===== config.mk =====
export PLATFORM = sky130hd
export DESIGN_NAME = bcp_prefetch
export DESIGN_NICKNAME = d
export VERILOG_FILES = /design/src/rtl/bcp_pkg.sv /design/src/rtl/bcp_byte_ring.sv /design/src/rtl/bcp_fetch_ctl.sv /design/src/rtl/bcp_op_format.sv /design/src/rtl/bcp_prefetch.sv
export SDC_FILE = /design/constraint.sdc
export NUM_CORES = 1
export LEC_CHECK = 0
export BUFFER_PORTS_ARGS = -buffer_cell sky130_fd_sc_hd__buf_2
export CAP_MARGIN = 20
export CELL_PAD_IN_SITES_DETAIL_PLACEMENT = 0
export CELL_PAD_IN_SITES_GLOBAL_PLACEMENT = 1
export CORE_ASPECT_RATIO = 1.4
export CORE_MARGIN = 8
export CORE_UTILIZATION = 41
export CTS_BUF_LIST = sky130_fd_sc_hd__clkbuf_2 sky130_fd_sc_hd__clkbuf_4 sky130_fd_sc_hd__clkbuf_8
export DETAILED_ROUTE_END_ITERATION = 10
export PLACE_DENSITY = 0.78
export SETUP_SLACK_MARGIN = 0.1
export SYNTH_ARGS = -nofsm -noshare
export SYNTH_HDL_FRONTEND = slang
export SYNTH_SLANG_ARGS = --single-unit
export TNS_END_PERCENT = 20

===== constraint.sdc =====
create_clock -name clk -period 5.4 [get_ports clk]
set_input_delay 0.27 -clock clk [delete_from_list [all_inputs] [get_ports clk]]
set_output_delay 0.27 -clock clk [all_outputs]
set_load 0.005 [all_outputs]

===== src/rtl/bcp_pkg.sv =====
package bcp_pkg;

    typedef enum logic [1:0] {
        FMT_SBYTE = 2'd0,
        FMT_UBYTE = 2'd1,
        FMT_WORD  = 2'd2,
        FMT_BIG   = 2'd3
    } op_fmt_e;

    localparam int BEAT_BYTES = 2;

endpackage


===== src/rtl/bcp_byte_ring.sv =====
module bcp_byte_ring #(
    parameter int BUF_BYTES = 4,
    localparam int PTR_W = $clog2(BUF_BYTES),
    localparam int CNT_W = $clog2(BUF_BYTES + 1)
) (
    input  logic             clk,
    input  logic             rst_n,
    input  logic             clear,
    input  logic             push_en,
    input  logic             push_hi_only,
    input  logic [15:0]      push_word,
    input  logic [1:0]       pop_n,
    output logic [CNT_W-1:0] cnt,
    output logic [7:0]       peek0,
    output logic [7:0]       peek1
);

    typedef struct packed {
        logic [BUF_BYTES-1:0][7:0] slot;
        logic [PTR_W-1:0]          rd;
        logic [CNT_W-1:0]          cnt;
    } ring_t;

    ring_t s_d, s_q;
    logic [PTR_W-1:0] wr0, wr1, rd1;
    logic [CNT_W-1:0] push_n;

    always_comb begin
        s_d    = s_q;
        wr0    = s_q.rd + s_q.cnt[PTR_W-1:0];
        wr1    = wr0 + PTR_W'(1);
        rd1    = s_q.rd + PTR_W'(1);
        push_n = '0;
        if (push_en) begin
            if (push_hi_only) begin
                s_d.slot[wr0] = push_word[15:8];
                push_n        = CNT_W'(1);
            end else begin
                s_d.slot[wr0] = push_word[7:0];
                s_d.slot[wr1] = push_word[15:8];
                push_n        = CNT_W'(2);
            end
        end
        s_d.rd  = s_q.rd + PTR_W'(pop_n);
        s_d.cnt = s_q.cnt + push_n - CNT_W'(pop_n);
        if (clear) begin
            s_d.rd  = '0;
            s_d.cnt = '0;
        end
    end

    always_ff @(posedge clk) begin
        if (!rst_n) begin
            s_q <= '0;
        end else begin
            s_q <= s_d;
        end
    end

    assign cnt   = s_q.cnt;
    assign peek0 = s_q.slot[s_q.rd];
    assign peek1 = s_q.slot[rd1];

endmodule


===== src/rtl/bcp_fetch_ctl.sv =====
module bcp_fetch_ctl #(
    parameter int ADDR_W    = 16,
    parameter int BUF_BYTES = 4,
    localparam int CNT_W = $clog2(BUF_BYTES + 1)
) (
    input  logic              clk,
    input  logic              rst_n,
    input  logic              flush,
    input  logic [ADDR_W-1:0] flush_addr,
    input  logic              mem_ack,
    input  logic [CNT_W-1:0]  buf_cnt,
    output logic              mem_req,
    output logic [ADDR_W-1:0] mem_addr,
    output logic              push_en,
    output logic              push_hi_only
);

    typedef struct packed {
        logic [ADDR_W-1:0] addr;
        logic              skip_lo;
    } fetch_t;

    fetch_t s_d, s_q;
    logic   beat;

    always_comb begin
        s_d     = s_q;
        mem_req = buf_cnt <= CNT_W'(BUF_BYTES - bcp_pkg::BEAT_BYTES);
        beat    = mem_req && mem_ack && !flush;
        if (flush) begin
            s_d.addr    = {flush_addr[ADDR_W-1:1], 1'b0};
            s_d.skip_lo = flush_addr[0];
        end else if (beat) begin
            s_d.addr    = s_q.addr + ADDR_W'(bcp_pkg::BEAT_BYTES);
            s_d.skip_lo = 1'b0;
        end
    end

    always_ff @(posedge clk) begin
        if (!rst_n) begin
            s_q <= '0;
        end else begin
            s_q <= s_d;
        end
    end

    assign mem_addr     = s_q.addr;
    assign push_en      = beat;
    assign push_hi_only = s_q.skip_lo;

endmodule


===== src/rtl/bcp_op_format.sv =====
module bcp_op_format #(
    parameter int BUF_BYTES = 4,
    localparam int CNT_W = $clog2(BUF_BYTES + 1)
) (
    input  logic             op_req,
    input  bcp_pkg::op_fmt_e fmt,
    input  logic             flush,
    input  logic [CNT_W-1:0] buf_cnt,
    input  logic [7:0]       peek0,
    input  logic [7:0]       peek1,
    output logic             op_valid,
    output logic [15:0]      op_data,
    output logic [1:0]       pop_n
);

    logic [1:0] need;

    always_comb begin
        need    = 2'd1;
        op_data = {8'h00, peek0};
        unique case (fmt)
            bcp_pkg::FMT_SBYTE: op_data = {{8{peek0[7]}}, peek0};
            bcp_pkg::FMT_UBYTE: op_data = {8'h00, peek0};
            bcp_pkg::FMT_WORD: begin
                need    = 2'd2;
                op_data = {peek1, peek0};
            end
            bcp_pkg::FMT_BIG: begin
                if (peek0[7]) begin
                    need    = 2'd2;
                    op_data = {1'b0, peek0[6:0], peek1};
                end
            end
            default: op_data = {8'h00, peek0};
        endcase
        op_valid = !flush && (buf_cnt >= CNT_W'(need));
        pop_n    = (op_req && op_valid) ? need : 2'd0;
    end

endmodule


===== src/rtl/bcp_prefetch.sv =====
module bcp_prefetch #(
    parameter int ADDR_W    = 16,
    parameter int BUF_BYTES = 4
) (
    input  logic              clk,
    input  logic              rst_n,
    output logic              mem_req,
    output logic [ADDR_W-1:0] mem_addr,
    input  logic              mem_ack,
    input  logic [15:0]       mem_rdata,
    input  logic              flush,
    input  logic [ADDR_W-1:0] flush_addr,
    input  logic              op_req,
    input  logic [1:0]        op_fmt,
    output logic              op_valid,
    output logic [15:0]       op_data
);

    localparam int CNT_W = $clog2(BUF_BYTES + 1);

    logic [CNT_W-1:0] buf_cnt;
    logic [7:0]       peek0, peek1;
    logic [1:0]       pop_n;
    logic             push_en, push_hi_only;

    bcp_fetch_ctl #(.ADDR_W(ADDR_W), .BUF_BYTES(BUF_BYTES)) u_fetch (
        .clk          (clk),
        .rst_n        (rst_n),
        .flush        (flush),
        .flush_addr   (flush_addr),
        .mem_ack      (mem_ack),
        .buf_cnt      (buf_cnt),
        .mem_req      (mem_req),
        .mem_addr     (mem_addr),
        .push_en      (push_en),
        .push_hi_only (push_hi_only)
    );

    bcp_byte_ring #(.BUF_BYTES(BUF_BYTES)) u_ring (
        .clk          (clk),
        .rst_n        (rst_n),
        .clear        (flush),
        .push_en      (push_en),
        .push_hi_only (push_hi_only),
        .push_word    (mem_rdata),
        .pop_n        (pop_n),
        .cnt          (buf_cnt),
        .peek0        (peek0),
        .peek1        (peek1)
    );

    bcp_op_format #(.BUF_BYTES(BUF_BYTES)) u_fmt (
        .op_req   (op_req),
        .fmt      (bcp_pkg::op_fmt_e'(op_fmt)),
        .flush    (flush),
        .buf_cnt  (buf_cnt),
        .peek0    (peek0),
        .peek1    (peek1),
        .op_valid (op_valid),
        .op_data  (op_data),
        .pop_n    (pop_n)
    );

endmodule


==> results.sh <==
export IMPL_status="finished, final reports clean"
export IMPL_ctsHoldBuffers=0
export IMPL_drt_wl_total_um=11700
export IMPL_hold_start="flush_addr[0]"
export IMPL_worst_pin_slew_ns=0.849
export IMPL_cp_data_required_time_ns=5.62
export IMPL_clock_latency_ns=0.32
export IMPL_path_common_cell="nor2_1"
export IMPL_gp_congestion=0.899
export IMPL_p_total_mw=1.11
export IMPL_start_kind="register"
export IMPL_drtPass1Iterations=5
export IMPL_fin_util_pct=46.1
export IMPL_ys_seq_area_share_pct=27.3
export IMPL_hold_path_depth=3
export IMPL_ant_nets=0
export IMPL_cap_violations=0
export IMPL_hold_viol_final=0
export IMPL_finalNonFillerCells=636
export IMPL_clk_pin_slew_ns=0.10
export IMPL_synth_flop_cell="dfxtp_1"
export IMPL_diodes=0
export IMPL_r2r_end="u_ring.cnt[2]"
export IMPL_critPathKind="reg2reg"
export IMPL_cp_slowest_cell="mux4_2"
export IMPL_grt_first_pass_wirelength_um=18500
export IMPL_die_height_um=131
export IMPL_powerDensity_nw_per_um2=258
export IMPL_netlist_top_cells_area="dfxtp_1, a21oi_1, mux2i_1, o21ai_0, ha_1"
export IMPL_crit_chain="buf_4, mux4_2, o21a_1, inv_1, ha_1, nor2_1, o22ai_1, nand2_1, nor2_1, fa_1, fa_1, xnor2_1, xnor2_1, nor2_1"
export IMPL_synth_async_reset_ratio_pct=0
export IMPL_final_cell_area_um2=4320
export IMPL_power_leakage_nw=1.71
export IMPL_tns_ns=0
export IMPL_fin_ws_ns=1.75
export IMPL_synth_cell_types=51
export IMPL_clkSinkCount=53
export IMPL_io_pins=73
export IMPL_rrSetupSlack_ns=1.75
export IMPL_synth_area_per_cell_um2=7.87
export IMPL_clockBufferDepth=2
export IMPL_dr_total_vias=3802
export IMPL_n_fill_cell=986
export IMPL_whs_ns=0.195
export IMPL_wire_per_inst_um=18.4
export IMPL_reg2reg_from="u_ring.s_q[3]"
export IMPL_dp_cells=628
export IMPL_setup_viol=0
export IMPL_post_cts_resized=0
export IMPL_routed_via_density=5.98
export IMPL_place_area_um2=4180
export IMPL_synth_area_um2=3890
export IMPL_ys_seq_elements=53
export IMPL_skew_ns=0.00511
export IMPL_post_route_period_util_pct=67.5
export IMPL_io_buffers=71
export IMPL_cts_root_buf="clkbuf_8"
export IMPL_synth_top_area_share_pct=27.3
export IMPL_worstPathMaxFanout=32
export IMPL_r2r_cells=14
export IMPL_grt_pass1_vias=3594
export IMPL_yosysTopAreaCell="dfxtp_1"
export IMPL_drive_gt1_share_pct=20.5
export IMPL_grt_antenna_before_repair=0
export IMPL_place_ws_ns=1.76
export IMPL_slew_violations=0
export IMPL_period_minus_slack_ns=3.65
export IMPL_relSlewSlack_pct=43.4
export IMPL_synth_edff_count=0
export IMPL_peakVddDrop_uv=132
export IMPL_grt_overflow=0
export IMPL_cts_buffers=5
export IMPL_hold_path_class="in2reg"
export IMPL_drt_iter0_markers=297
export IMPL_rsz0062_at_grt="false"
export IMPL_syn2layout_area_growth_pct=10.9
export IMPL_cts_setup_buffers=0
export IMPL_end_kind="register"
export IMPL_syn_inst=494
export IMPL_cts_max_level=2
export IMPL_max_freq_mhz=274
export IMPL_start_util_pct=41.6
export IMPL_synth_warnings=0
export IMPL_cts_tree="done"
export IMPL_die_x_um=98.3
export IMPL_num_rows=42
export IMPL_nets=581
export IMPL_grt_util_all_layers_pct=17.3
export IMPL_post_route_drc_count=0
export IMPL_cp_arrival_ns=3.86
export IMPL_dieArea_um2=12900
export IMPL_grt_max_degree=64
export IMPL_max_stage_delay_ns=0.60
export IMPL_syn_nets=550
export IMPL_place_hpwl_um=8340
export IMPL_min_to="u_fetch.push_hi_only"
export IMPL_coreArea_um2=9350
==> synthesized netlist by cell type (6+ instances only) <==
cell / instances
inv_1: 11
o21ai_0: 40
nor2_1: 14
nand3_1: 6
o31ai_1: 6
a21oi_1: 72
or4_1: 6
nand2_1: 40
nand3b_1: 24
ha_1: 15
clkbuf_1: 24
xor2_1: 7
mux2_2: 7
a22oi_1: 8
dfxtp_1: 53
o221ai_1: 7
buf_2: 10
buf_1: 11
a31oi_1: 25
nand4_1: 7
and3_1: 11
o211ai_1: 8
o221a_2: 8
mux2i_1: 23
a211oi_1: 8
==> layout by cell type (no fill, tap or decap), drive strengths merged, types with 14 or more instances in the layout <==
cell type,count
o21ai,40
a21oi,73
ha,15
nand3b,24
a31oi,25
mux2i,23
dfxtp,53
buf,74
nor2,14
nand2,41
==> state kept, by name, indices dropped and copies added, names as in the netlist <==
name and count:
u_ring.s_q 34, u_fetch.push_hi_only 1, u_ring.cnt 3, u_fetch.mem_addr 15
==> where the power goes <==
part,total [mW],leakage [nW],internal [mW],switching [mW]
Clock,0.327,0.0681,0.184,0.143
Sequential,0.452,0.434,0.423,0.0287
Combinational,0.333,1.21,0.133,0.199
Total,1.11,1.71,0.741,0.370
==> worst max-delay path by stage <==
stage / slack, ns / end / startpoint
finish: 1.75 / u_ring.cnt[2] / u_ring.s_q[3]
global route: 1.36 / u_ring.cnt[2] / u_ring.s_q[3]
CTS: 1.73 / u_ring.cnt[2] / u_ring.s_q[3]
detailed placement: 1.76 / u_ring.cnt[2] / u_ring.s_q[3]
global placement: 1.87 / u_ring.cnt[2] / u_ring.s_q[3]
floorplan: 2.13 / u_ring.cnt[2] / u_ring.s_q[3]
==> final cells by class <==
type                       count  area (µm²)  area share [%]
tap                          110         138            3.19
clock buffer                   5        68.8            1.59
inverter                      13        48.8            1.13
timing repair buffer          74         378            8.76
clock inverter                 3        65.1            1.51
multi-input combinational    378        2560            59.2
sequential                    53        1060            24.6
==> worst max-delay path, delay by kind of cell (launching register included) <==
kind / cells / cell delay [ns]
flip-flops: 1 / 0.32
AND/OR/NAND/NOR: 4 / 0.35
XOR/XNOR: 2 / 0.32
multiplexers: 1 / 0.60
AO/OA/AOI/OAI: 2 / 0.52
adder cells (fa/ha/maj): 3 / 1.07
buffers and inverters: 2 / 0.35
==> routing by layer <==
| layer | global-route usage (%) | up-vias | wire (µm) |
|---|---|---|---|
| li1 | - | 1893 | - |
| met1 | 20.4 | 1755 | 4990 |
| met2 | 29.1 | 127 | 5690 |
| met3 | 3.49 | 27 | 565 |
| met4 | 8.48 | 0 | 439 |
| met5 | 0 | - | 0 |
==> cell families (layout without fill, tap and decap cells) <==
kind of cell	count (synthesis)	count (layout)	synth area share [%]
AO/OA/AOI/OAI	189	189	29.8
AND/OR/NAND/NOR	128	128	18.4
buffers and inverters	63	95	7.01
flip-flops	53	53	27.3
multiplexers	32	32	9.10
adder cells (fa/ha/maj)	17	17	5.85
XOR/XNOR	11	11	2.48
other	1	1	0.0964
No activity file was read; power rests on OpenSTA's default activity.
